<file path="config.mk">
export PLATFORM = sky130hd
export DESIGN_NAME = pdc_phase_delay
export DESIGN_NICKNAME = d
export VERILOG_FILES = /design/src/rtl/pdc_pkg.sv /design/src/rtl/pdc_wrap.sv /design/src/rtl/pdc_settings.sv /design/src/rtl/pdc_counter.sv /design/src/rtl/pdc_phase_delay.sv
export SDC_FILE = /design/constraint.sdc
export NUM_CORES = 1
export LEC_CHECK = 0
export ABC_AREA = 1
export BUFFER_PORTS_ARGS = -buffer_cell sky130_fd_sc_hd__buf_4
export CAP_MARGIN = 15
export CORE_ASPECT_RATIO = 1.2
export CORE_UTILIZATION = 40
export DETAILED_ROUTE_END_ITERATION = 10
export GPL_TIMING_DRIVEN = 0
export PLACE_DENSITY = 0.54
export SETUP_SLACK_MARGIN = 0.05
export SYNTH_ARGS = -nofsm -noshare
export SYNTH_HDL_FRONTEND = slang
export SYNTH_HIERARCHICAL = 1
export SYNTH_SLANG_ARGS = --single-unit
</file>
<file path="constraint.sdc">
create_clock -name clk -period 13.94 [get_ports clk]
set_input_delay 2.788 -clock clk [delete_from_list [all_inputs] [get_ports clk]]
set_output_delay 2.788 -clock clk [all_outputs]
set_load 0.01 [all_outputs]
</file>
<file path="src/rtl/pdc_pkg.sv">
package pdc_pkg;

    typedef enum logic {
        UPD_NONE,
        UPD_HELD
    } upd_state_t;

    typedef enum logic {
        CNT_IDLE,
        CNT_RUN
    } cnt_state_t;

endpackage

</file>
<file path="src/rtl/pdc_wrap.sv">
module pdc_wrap #(
    parameter int CW = 8
) (
    input  logic [CW-1:0] dly,
    input  logic [CW-1:0] per,
    output logic          ok,
    output logic [CW-1:0] eff
);
    // A period of zero is not a valid setting.
    always_comb begin
        ok  = (per != '0);
        eff = ok ? (dly % per) : '0;
    end
endmodule

</file>
<file path="src/rtl/pdc_settings.sv">
module pdc_settings
    import pdc_pkg::*;
#(
    parameter int CW = 8
) (
    input  logic          clk,
    input  logic          rst_n,
    input  logic          ref_stb,
    input  logic          load,
    input  logic [CW-1:0] dly_in,
    input  logic [CW-1:0] per_in,
    output logic [CW-1:0] sel_eff,
    output logic          applied
);
    upd_state_t    upd_q, upd_d;
    logic [CW-1:0] pend_eff, act_eff;
    logic [CW-1:0] wrap_eff;
    logic          per_ok;
    logic          load_ok;

    pdc_wrap #(.CW(CW)) u_wrap (
        .dly (dly_in),
        .per (per_in),
        .ok  (per_ok),
        .eff (wrap_eff)
    );

    assign load_ok = load && per_ok;

    // State register
    always_ff @(posedge clk) begin
        if (!rst_n) upd_q <= UPD_NONE;
        else        upd_q <= upd_d;
    end

    always_comb begin
        upd_d = upd_q;
        unique case (upd_q)
            UPD_NONE: if (load_ok) upd_d = UPD_HELD;
            UPD_HELD: if (ref_stb && !load_ok) upd_d = UPD_NONE;
            default:  upd_d = UPD_NONE;
        endcase
    end

    // Setting registers
    always_ff @(posedge clk) begin
        if (!rst_n) begin
            pend_eff <= '0;
            act_eff  <= '0;
        end else begin
            if (ref_stb && upd_q == UPD_HELD) act_eff <= pend_eff;
            if (load_ok) pend_eff <= wrap_eff;
        end
    end

    // Outputs
    always_comb begin
        applied = 1'b0;
        sel_eff = act_eff;
        unique case (upd_q)
            UPD_NONE: ;
            UPD_HELD: begin
                applied = ref_stb;
                sel_eff = pend_eff;
            end
            default: ;
        endcase
    end

    assert_wrap_R4: assert property (@(posedge clk) disable iff (!rst_n)
        load_ok |=> (pend_eff < $past(per_in)));

    assert_adopt_R5: assert property (@(posedge clk) disable iff (!rst_n)
        (ref_stb && upd_q == UPD_HELD) |=> (act_eff == $past(pend_eff)));

    assert_applied_clear_R6: assert property (@(posedge clk) disable iff (!rst_n)
        (applied && !load_ok) |=> (upd_q == UPD_NONE));

    assert_reject_R8: assert property (@(posedge clk) disable iff (!rst_n)
        (load && per_in == '0 && !ref_stb) |=> (upd_q == $past(upd_q) && $stable(pend_eff)));

endmodule

</file>
<file path="src/rtl/pdc_counter.sv">
module pdc_counter
    import pdc_pkg::*;
#(
    parameter int CW = 8
) (
    input  logic          clk,
    input  logic          rst_n,
    input  logic          ref_stb,
    input  logic [CW-1:0] eff,
    output logic          out_stb
);
    cnt_state_t    st_q, st_d;
    logic [CW-1:0] cnt_q, cnt_d;

    // State register
    always_ff @(posedge clk) begin
        if (!rst_n) begin
            st_q  <= CNT_IDLE;
            cnt_q <= '0;
        end else begin
            st_q  <= st_d;
            cnt_q <= cnt_d;
        end
    end

    always_comb begin
        st_d  = st_q;
        cnt_d = cnt_q;
        if (ref_stb) begin
            if (eff == '0) begin
                st_d = CNT_IDLE;
            end else begin
                st_d  = CNT_RUN;
                cnt_d = eff - 1'b1;
            end
        end else begin
            unique case (st_q)
                CNT_IDLE: ;
                CNT_RUN: begin
                    if (cnt_q == '0) st_d = CNT_IDLE;
                    else             cnt_d = cnt_q - 1'b1;
                end
                default: st_d = CNT_IDLE;
            endcase
        end
    end

    // Output
    always_comb begin
        out_stb = ref_stb && (eff == '0);
        unique case (st_q)
            CNT_IDLE: ;
            CNT_RUN:  if (cnt_q == '0) out_stb = 1'b1;
            default:  ;
        endcase
    end

    assert_count_down_R2: assert property (@(posedge clk) disable iff (!rst_n)
        (st_q == CNT_RUN && cnt_q != '0 && !ref_stb)
        |=> (st_q == CNT_RUN && cnt_q == $past(cnt_q) - 1'b1));

    assert_single_pulse_R2: assert property (@(posedge clk) disable iff (!rst_n)
        (out_stb && !ref_stb) |=> (!out_stb || ref_stb));

    assert_restart_R9: assert property (@(posedge clk) disable iff (!rst_n)
        (ref_stb && eff != '0) |=> (st_q == CNT_RUN && cnt_q == $past(eff) - 1'b1));

endmodule

</file>
<file path="src/rtl/pdc_phase_delay.sv">
module pdc_phase_delay #(
    parameter int CW = 8
) (
    input  logic          clk,
    input  logic          rst_n,
    input  logic          ref_stb,
    input  logic          load,
    input  logic [CW-1:0] dly_in,
    input  logic [CW-1:0] per_in,
    output logic          out_stb,
    output logic          applied
);
    logic [CW-1:0] sel_eff;

    pdc_settings #(.CW(CW)) u_settings (
        .clk     (clk),
        .rst_n   (rst_n),
        .ref_stb (ref_stb),
        .load    (load),
        .dly_in  (dly_in),
        .per_in  (per_in),
        .sel_eff (sel_eff),
        .applied (applied)
    );

    pdc_counter #(.CW(CW)) u_counter (
        .clk     (clk),
        .rst_n   (rst_n),
        .ref_stb (ref_stb),
        .eff     (sel_eff),
        .out_stb (out_stb)
    );

    assert_zero_delay_R3: assert property (@(posedge clk) disable iff (!rst_n)
        (ref_stb && sel_eff == '0) |-> out_stb);

    assert_one_delay_R2: assert property (@(posedge clk) disable iff (!rst_n)
        (ref_stb && sel_eff == 1) |=> out_stb);

endmodule

</file>
==> results of run 1 <==
-- worst max-delay path: cells and delay by family --
family	cells	cell delay (ns)
simple gates	35	3.75
fa+ha+maj	8	2.55
compound gates	12	2.33
buf+inv	13	1.37
-- per-stage QoR --
stage / hold WS, ns / instance area (sq um) / instances
3_5_place_dp: 0.479 / 3940 / 746
5_1_grt: 0.521 / 4010 / 750
2_1_floorplan: 0.456 / 3640 / 609
4_1_cts: 0.494 / 4010 / 750
6_report: 0.488 / 4010 / 750
3_3_place_gp: 0.466 / 3940 / 746
-- layout make-up --
cell class                 instances  area [sq um]
inverter                          99           374
clock buffer                       3          41.3
fill                             985          4700
tap                              117           146
timing repair buffer              20           150
buffer                            15           131
multi-input combinational        469          2610
sequential                        26           520
clock inverter                     1          30.0
-- state kept, by name, indices dropped and copies added (netlist names) --
signal,flops
u_settings/pend_eff,8
u_counter/st_q,1
u_counter/cnt_q,8
u_settings/upd_q,1
u_settings/act_eff,8
-- metal layers --
| metal | wire length (um) | track usage |
|---|---|---|
| met1 | 3910 | 0.233 |
| met2 | 4390 | 0.379 |
| met3 | 182 | 0.0109 |
| met4 | 163 | 0.0522 |
| met5 | 0 | 0 |
-- power by group through the flow --
| stage | sequential (mW) | clock [mW] | combinational [mW] |
|---|---|---|---|
| final | 0.0871 | 0.0624 | 0.229 |
| after floorplan | 0.0881 | 0 | 0.184 |
| after global placement | 0.0887 | 0 | 0.226 |
| after global routing | 0.0881 | 0.0679 | 0.267 |
| after detailed placement | 0.0889 | 0 | 0.229 |
| after CTS | 0.0872 | 0.0656 | 0.230 |
-- Yosys cell counts, types with 2 or more instances --
master / n
a21oi_1: 28
a31oi_1: 2
and2_1: 4
buf_4: 2
buf_6: 6
clkbuf_1: 4
dfxtp_1: 26
ha_1: 38
inv_1: 91
inv_2: 7
nand2_1: 166
nand2_2: 11
nand2_4: 2
nand3_1: 53
nand3_2: 7
nand3b_1: 3
nand4_1: 4
nor2_1: 72
nor2_4: 4
nor3_1: 5
nor3_2: 2
o21ai_0: 21
o21ai_2: 9
o21bai_1: 3
or2_2: 7
xnor2_1: 7
xor2_1: 8
-- worst max-delay path by stage --
| stage | from | to | slack (ns) | depth (start not counted) |
|---|---|---|---|---|
| final | per_in[0] | u_settings/pend_eff[4] | 1.31 | 68 |
| after global routing | per_in[0] | u_settings/pend_eff[4] | 0.13 | 68 |
| after CTS | per_in[0] | u_settings/pend_eff[4] | 1.27 | 68 |
| after detailed placement | per_in[0] | u_settings/pend_eff[4] | 1.00 | 68 |
| after global placement | per_in[0] | u_settings/pend_eff[4] | 1.20 | 67 |
| after floorplan | per_in[0] | u_settings/pend_eff[4] | 2.64 | 66 |
-- logic make-up (layout without fill, tap and decap cells) --
kind of cell,count (synthesis),count (layout),share of synthesized area
adder cells (fa/ha/maj),39,39,0.136
AO/OA/AOI/OAI,72,72,0.119
XOR/XNOR,15,15,0.0361
buffers and inverters,114,138,0.139
flip-flops,26,26,0.143
AND/OR/NAND/NOR,343,343,0.426
==> metrics.md, run 1 <==
| Metric | Value |
|---|---|
| Initial antenna violation count | `0` |
| WL per Instance | `about 12 um` |
| Rel. slew slack | `0.609` |
| Setup Fix Bufs, Post-CTS | `0` |
| FF-to-FF End | `u_counter/cnt_q[4]` |
| Async S/R FF share, synth | `0` |
| Number of I/O pins | `22` |
| Post-Syn Area | `3640 sq um` |
| Post-CTS Resized | `0` |
| CTS H-tree depth | `1` |
| Status | `completed` |
| Final Skew | `0.00566 ns` |
| Worst-path clk slew | `0.09 ns` |
| Max FO, Critical Path | `10` |
| Via count | `roughly 3.6k` |
| Diode count | `0` |
| Share of power burned in registers | `0.230` |
| Period utilization | `0.906` |
| Largest net degree at the start of global routing | `16` |
| First-pass GRT wire length | `15,100 um` |
| Final wirelength | `8650 um` |
| Maxcap violations | `0` |
| Final Util | `0.460` |
| Final worst slack | `~1.3 ns` |
| Setup Viol. Count Final | `0` |
| Most frequent CP cell | `nand2_1` |
| Final net count | `693` |
| Die width | `89.1 um` |
| Worst r2r src | `u_settings/upd_q` |
| Final Power | `379 uW` |
| Tightest Hold Check Type | `reg2reg` |
| Post-Syn Instances | `609` |
| Most frequent cells in the layout | `166 x nand2_1, 91 x inv_1, 72 x nor2_1` |
| Worst vdd ir | `0.0381 mV` |
| Warning count from the yosys run | `6` |
| Initial core utilization | `0.418` |
| Slew @ Worst Pin | `0.582 ns` |
| Logic pwr share | `0.605` |
| Syn nets | `668` |
| Worst R2R Path Depth | `12` |
| Pre-CTS WS | `1.00 ns` |
| Num rows | `37` |
| RSZ-0062 raised after global routing | `no` |
| Synth unique cells | `44` |
| CTS Hold Bufs | `0` |
| Sw frac | `0.440` |
| Clock Latency Late Sink | `about 0.27 ns` |
| Post-route ant nets | `0` |
| CTS buffer count | `3` |
| Die ar. | `9480 sq um` |
| Main flop type after synthesis | `dfxtp_1` |
| Hold Path Sink | `u_counter/cnt_q[7]` |
| Clock tree sinks | `26` |
| Worst hold start | `u_counter/cnt_q[7]` |
| Port Buffer Count | `20` |
| Achievable Freq | `approximately 0.079 GHz` |
| 1st-pass router iterations | `5` |
| Post-synth EDFFs | `0` |
| Die Y | `106 um` |
| GRT Util Overall | `0.198` |
| DR iter-0 viols | `70` |
| Kind of end point of the critical path | `flop` |
| Commonest non-fill, non-tap cell in the layout | `nand2_1` |
| Power Density | `roughly 94 nW/um^2` |
| Sw Pwr | `167 uW` |
| Area share of the largest cell type after synthesis | `0.171` |
| Startpoint types | `input pin` |
| Congestion Overflow GR | `0` |
| Register area share after synthesis | `0.143` |
| Crit Path Category | `in2reg` |
| Leak Pwr | `about 2.2 nW` |
| Synthesis-stage register bit count | `26` |
| Core area | `8700 sq um` |
| Dpl hpwl | `7350 um` |
| Area contributors post-synth | `nand2_1 17%, dfxtp_1 14%, ha_1 13%` |
| Share of cells above drive strength 1 | `0.141` |
| Clock network power share | `0.165` |
| Hold path cells | `2` |
| Vias in the first global route | `around 3.5k` |
| Slew Viols, Final | `0` |
| Minimum clock period | `12.63 ns` |
| Critical Path AT | `12.80 ns` |
| CP required | `about 14 ns` |
| Largest area contributor in the netlist | `nand2_1` |
| Setup TNS | `0 ns` |
| Max incr delay on CP | `approximately 0.43 ns` |
| Reg-to-reg setup timing slack | `between 10 and 15 ns` |
| Final hold violation count | `0` |
| Syn avg cell area | `5.97 sq um` |
| Slowest-stage cell, CP | `fa_1` |
| Root buffer cell | `clkbuf_8` |
| Via/cell ratio | `around 4.8` |
| TritonCTS clock tree | `yes` |
| Routability cong. | `about 0.9` |
| Layout area overhead | `10.1%` |
| CTS Buffer Depth | `2` |
| DRC Markers | `0` |
| Design internal power | `212 uW` |
No activity file was read; power rests on OpenSTA's default activity.
==> run 2, diff against run 1 <==
--- a/config.mk
+++ b/config.mk
@@ -9,6 +9,7 @@
 export BUFFER_PORTS_ARGS = -buffer_cell sky130_fd_sc_hd__buf_4
 export CAP_MARGIN = 15
 export CORE_ASPECT_RATIO = 1.2
+export CORE_MARGIN = 5
 export CORE_UTILIZATION = 40
 export DETAILED_ROUTE_END_ITERATION = 10
 export GPL_TIMING_DRIVEN = 0
@@ -18,3 +19,4 @@
 export SYNTH_HDL_FRONTEND = slang
 export SYNTH_HIERARCHICAL = 1
 export SYNTH_SLANG_ARGS = --single-unit
+export TNS_END_PERCENT = 1
==> run 2 against run 1 <==
Setup slack improved by 0.22 ns. Sequential power hardly changed. Clock skew down 0.0014 ns. Non-clock buffer count stayed put. Cell count rose by 0.40%. First-iteration DRC count rose by 110%. Highest routed layer unchanged.
==> metrics.md, run 2 (same netlist as run 1, synthesis figures left out) <==
| Metric | Value |
|---|---|
| Share of cells above drive strength 1 | `0.141` |
| Reg-to-reg setup timing slack | `12.05 ns` |
| Startpoint types | `input pin` |
| Worst vdd ir | `a little under 0.04 mV` |
| First-pass GRT wire length | `around 15,000 um` |
| Top flop regs | `u_counter/cnt_q (8), u_settings/act_eff (8), u_settings/pend_eff (8)` |
| Dpl hpwl | `7410 um` |
| Period utilization | `0.890` |
| Critical Path AT | `12.58 ns` |
| Most frequent CP cell | `nand2_1` |
| Slew Viols, Final | `0` |
| Crit Path Category | `in2reg` |
| Final net count | `between 600 and 700` |
| Max incr delay on CP | `about 0.45 ns` |
| Max FO, Critical Path | `10` |
| Final wirelength | `8790 um` |
| Port Buffer Count | `20` |
| Die Y | `approximately 110 um` |
| Slew @ Worst Pin | `0.591 ns` |
| Pre-CTS WS | `1.09 ns` |
| Largest net degree at the start of global routing | `16` |
| Die ar. | `11,100 sq um` |
| Num rows | `38` |
| CP required | `~14 ns` |
| Number of I/O pins | `22` |
| Die width | `97.1 um` |
| Rel. slew slack | `0.603` |
| Maxcap violations | `0` |
| Vias in the first global route | `3,466` |
| Slowest-stage cell, CP | `fa_1` |
| Dpl cell area | `a little under 4000 sq um` |
| Via/cell ratio | `4.80` |
| Via count | `3,616` |
| DRC Markers | `0` |
| Diode count | `0` |
| Achievable Freq | `0.0806 GHz` |
| CTS H-tree depth | `1` |
| Commonest non-fill, non-tap cell in the layout | `nand2_1` |
| Final worst slack | `1.53 ns` |
| Worst-path clk slew | `0.09 ns` |
| CTS Buffer Depth | `2` |
| Final Skew | `0.00426 ns` |
| CTS buffer count | `3` |
| Kind of end point of the critical path | `flop` |
| Clock Latency Late Sink | `0.27 ns` |
| Setup Fix Bufs, Post-CTS | `0` |
| Root buffer cell | `clkbuf_8` |
| 1st-pass router iterations | `4` |
| TritonCTS clock tree | `yes` |
| Leak Pwr | `2.21 nW` |
| Most frequent cells in the layout | `166 x nand2_1, 91 x inv_1, 72 x nor2_1` |
| Congestion Overflow GR | `0` |
| Setup Viol. Count Final | `0` |
| Initial antenna violation count | `0` |
| DR iter-0 viols | `~150` |
| Layout area overhead | `10.2%` |
| Post-route ant nets | `0` |
| Setup TNS | `0 ns` |
| RSZ-0062 raised after global routing | `no` |
| Routability cong. | `between 0.8 and 0.9` |
| Clock tree sinks | `26` |
| Tightest Hold Check Type | `reg2reg` |
| Final hold violation count | `0` |
| Core area | `~9000 sq um` |
| Power Density | `94.9 nW/um^2` |
| Status | `completed` |
| GRT Util Overall | `0.163` |
| Minimum clock period | `about 12 ns` |
| Final instance area | `4010 sq um` |
| WL per Instance | `around 12 um` |
| Initial core utilization | `0.405` |
[run 2: cell type report]
cell class                      count  area (sq um)
Tap cell                          120           150
Fill cell                         972          4980
Clock inverter                      1          30.0
Inverter                           99           374
Buffer                             15           131
Clock buffer                        3          41.3
Sequential cell                    26           520
Multi-Input combinational cell    469          2610
Timing Repair Buffer               20           150
[run 2: through the flow]
stage | utilization | power, mW | hold WS, ns | cells
after CTS | 0.446 | 0.384 | 0.493 | 753
final | 0.446 | 0.381 | 0.487 | 753
after global routing | 0.446 | 0.423 | 0.508 | 753
after detailed placement | 0.438 | 0.320 | 0.476 | 749
after floorplan | - | 0.272 | 0.456 | 609
after global placement | 0.438 | 0.317 | 0.465 | 749
[run 2: worst paths after layout]
| path | start | cells past startpoint | end |
|---|---|---|---|
| worst min register to register | u_counter/cnt_q[7] | 2 | u_counter/cnt_q[7] |
| worst max register to register | u_settings/upd_q | 13 | u_counter/cnt_q[6] |
| worst min-delay path | u_counter/cnt_q[7] | 2 | u_counter/cnt_q[7] |
| worst max-delay path | per_in[0] | 68 | u_settings/pend_eff[4] |
[run 2: power by group]
part	total (mW)	internal, mW	leakage, nW	switching, mW
Combinational	0.231	0.0899	1.96	0.141
Clock	0.0619	0.0384	0.0357	0.0236
Sequential	0.0873	0.0836	0.215	0.00367
[run 2: worst max-delay path, delay by kind of cell]
kind / cells / cell delay, ns
AOI/OAI and AO/OA: 12 / 2.21
adders and majority gates: 8 / 2.58
buffers and inverters: 13 / 1.42
and+or+nand+nor: 35 / 3.60
[run 2: repair_timing]
item	4_1_cts	5_1_grt
hold buffers	0	0
endpoints found under the setup margin	0	1
resized for setup	0	1
[run 2: per-layer routing]
| metal | part of all wire | up-vias | GRT usage | routed length, um |
|---|---|---|---|---|
| met4 | 0.032 | 0 | 0.0524 | 282 |
| met2 | 0.53 | 41 | 0.326 | 4620 |
| met1 | 0.43 | 1578 | 0.183 | 3740 |
| li1 | - | 1983 | - | - |
| met3 | 0.017 | 14 | 0.0104 | 152 |
| met5 | 0 | - | 0 | 0 |
==> run 3, diff against run 2 <==
--- a/config.mk
+++ b/config.mk
@@ -10,10 +10,10 @@
 export CAP_MARGIN = 15
 export CORE_ASPECT_RATIO = 1.2
 export CORE_MARGIN = 5
-export CORE_UTILIZATION = 40
+export CORE_UTILIZATION = 50
 export DETAILED_ROUTE_END_ITERATION = 10
 export GPL_TIMING_DRIVEN = 0
-export PLACE_DENSITY = 0.54
+export PLACE_DENSITY = 0.66
 export SETUP_SLACK_MARGIN = 0.05
 export SYNTH_ARGS = -nofsm -noshare
 export SYNTH_HDL_FRONTEND = slang
==> run 3 against run 2 <==
Clock power rose by 1%. Power about the same. Cell count fell by 4.0%. Non-clock buffer count unchanged. Sequential power barely moved. Critical path depth down 1. Register-to-register slack about the same. Sequential cell count unchanged. Hold slack improved by 0.0051 ns. Utilization rose by 11 points. Sequential share of layout area increased by 0.12 points. Die area fell by 18%. Critical path type unchanged. Largest cell class unchanged.
==> metrics.md, run 3 (same netlist as run 1, synthesis figures left out) <==
| Metric | Value |
|---|---|
| Worst hold slack | `roughly 0.49 ns` |
| Congestion Overflow GR | `0` |
| DRC Markers | `0` |
| Via/cell ratio | `5.11` |
| Initial core utilization | `0.506` |
| Crit Path Category | `in2reg` |
| Die width | `a little under 90 um` |
| Rel. slew slack | `0.621` |
| Dpl cell area | `3900 sq um` |
| Port Buffer Count | `20` |
| Power Density | `95.7 nW/um^2` |
| Most frequent cells in the layout | `166 x nand2_1, 91 x inv_1, 72 x nor2_1` |
| Commonest non-fill, non-tap cell in the layout | `nand2_1` |
| Die ar. | `9090 sq um` |
| Root buffer cell | `clkbuf_8` |
| Final instance area | `3970 sq um` |
| Num rows | `34` |
| Share of cells above drive strength 1 | `0.141` |
| Final hold violation count | `0` |
| Startpoint types | `input pin` |
| Post-route ant nets | `0` |
| DR iter-0 viols | `94` |
| Multi-input gate area | `approximately 2600 sq um` |
| Worst vdd ir | `0.0879 mV` |
| Slowest-stage cell, CP | `fa_1` |
| Period utilization | `0.899` |
| Most frequent CP cell | `nand2_1` |
| Routability cong. | `0.899` |
| Clock tree sinks | `26` |
| Dpl hpwl | `6960 um` |
| Status | `completed` |
| CTS buffer count | `3` |
| 1st-pass router iterations | `4` |
| Minimum clock period | `12.53 ns` |
| CTS H-tree depth | `1` |
| Final Skew | `0.00467 ns` |
| Setup TNS | `0 ns` |
| Clock Latency Late Sink | `0.27 ns` |
| CTS Buffer Depth | `2` |
| TritonCTS clock tree | `yes` |
| Layout area overhead | `9.18%` |
| Final Power | `380 uW` |
| Slew @ Worst Pin | `0.565 ns` |
| Die Y | `103 um` |
| Vias in the first global route | `3,449` |
| Leak Pwr | `around 2.2 nW` |
| GRT Util Overall | `0.192` |
| Max incr delay on CP | `0.43 ns` |
| Reg area | `around 520 sq um` |
| Core area | `7190 sq um` |
| Final net count | `693` |
| Initial antenna violation count | `0` |
| Largest net degree at the start of global routing | `16` |
| Final wirelength | `roughly 8400 um` |
| Setup Viol. Count Final | `0` |
| Fillers | `740` |
| Setup Fix Bufs, Post-CTS | `0` |
| Max FO, Critical Path | `10` |
| RSZ-0062 raised after global routing | `no` |
| Worst-path clk slew | `0.09 ns` |
| Via count | `approximately 3.7k` |
| Reg-to-reg setup timing slack | `12.06 ns` |
| Critical Path AT | `~13 ns` |
| Maxcap violations | `0` |
| First-pass GRT wire length | `14,200 um` |
| CP required | `14.12 ns` |
| WL per Instance | `between 10 and 15 um` |
| Post-CTS Resized | `0` |
| Diode count | `0` |
| Achievable Freq | `0.0798 GHz` |
| Slew Viols, Final | `0` |
| CTS Hold Bufs | `0` |
| Tightest Hold Check Type | `reg2reg` |
| Kind of end point of the critical path | `flop` |
| Top flop regs | `u_counter/cnt_q (8), u_settings/act_eff (8), u_settings/pend_eff (8)` |
| Number of I/O pins | `22` |
==> run 3: cell counts in the layout (fill, tap and decap cells not counted) <==
Identical to the previous run, type by type.
==> run 3: critical path, delay by kind of cell <==
| kind | cells | cell delay [ns] |
|---|---|---|
| AO/OA/AOI/OAI | 13 | 2.20 |
| adder cells (fa/ha/maj) | 8 | 2.52 |
| buffers and inverters | 13 | 1.54 |
| AND/OR/NAND/NOR | 33 | 3.63 |
==> run 3: metrics by stage <==
stage	setup WS (ns)	std cells	utilization
2_1_floorplan	2.64	609	-
3_3_place_gp	1.33	719	0.543
3_5_place_dp	1.14	719	0.543
4_1_cts	1.41	723	0.553
5_1_grt	0.275	723	0.553
6_report	1.41	723	0.553
==> run 3: worst paths after layout <==
check                                            from                      to  cells after the start
worst max-delay path                        per_in[0]  u_settings/pend_eff[4]                     67
worst min-delay path            u_settings/act_eff[6]   u_settings/act_eff[6]                      2
worst max register to register       u_settings/upd_q      u_counter/cnt_q[6]                     11
worst min register to register  u_settings/act_eff[6]   u_settings/act_eff[6]                      2
==> run 3: power breakdown <==
part           switching [mW]  leakage [nW]  total, mW  internal (mW)
Sequential            0.00354         0.215     0.0871         0.0836
Combinational           0.141          1.96      0.230         0.0897
Clock                  0.0242        0.0357     0.0627         0.0384
Total                   0.168          2.21      0.380          0.212
==> run 3: cell type report <==
| class | count | area share |
|---|---|---|
| Buffer | 15 | 0.0331 |
| Clock buffer | 3 | 0.0104 |
| Clock inverter | 1 | 0.00756 |
| Inverter | 99 | 0.0942 |
| Multi-Input combinational cell | 469 | 0.658 |
| Sequential cell | 26 | 0.131 |
| Tap cell | 90 | 0.0283 |
| Timing Repair Buffer | 20 | 0.0378 |
==> run 3: routing by layer <==
metal	share of wire	vias up	track usage	wire [um]
met4	0.027	0	0.0744	228
li1	-	1980	-	-
met2	0.53	60	0.382	4430
met3	0.029	18	0.0127	240
met1	0.42	1639	0.206	3520
met5	0	-	0	0
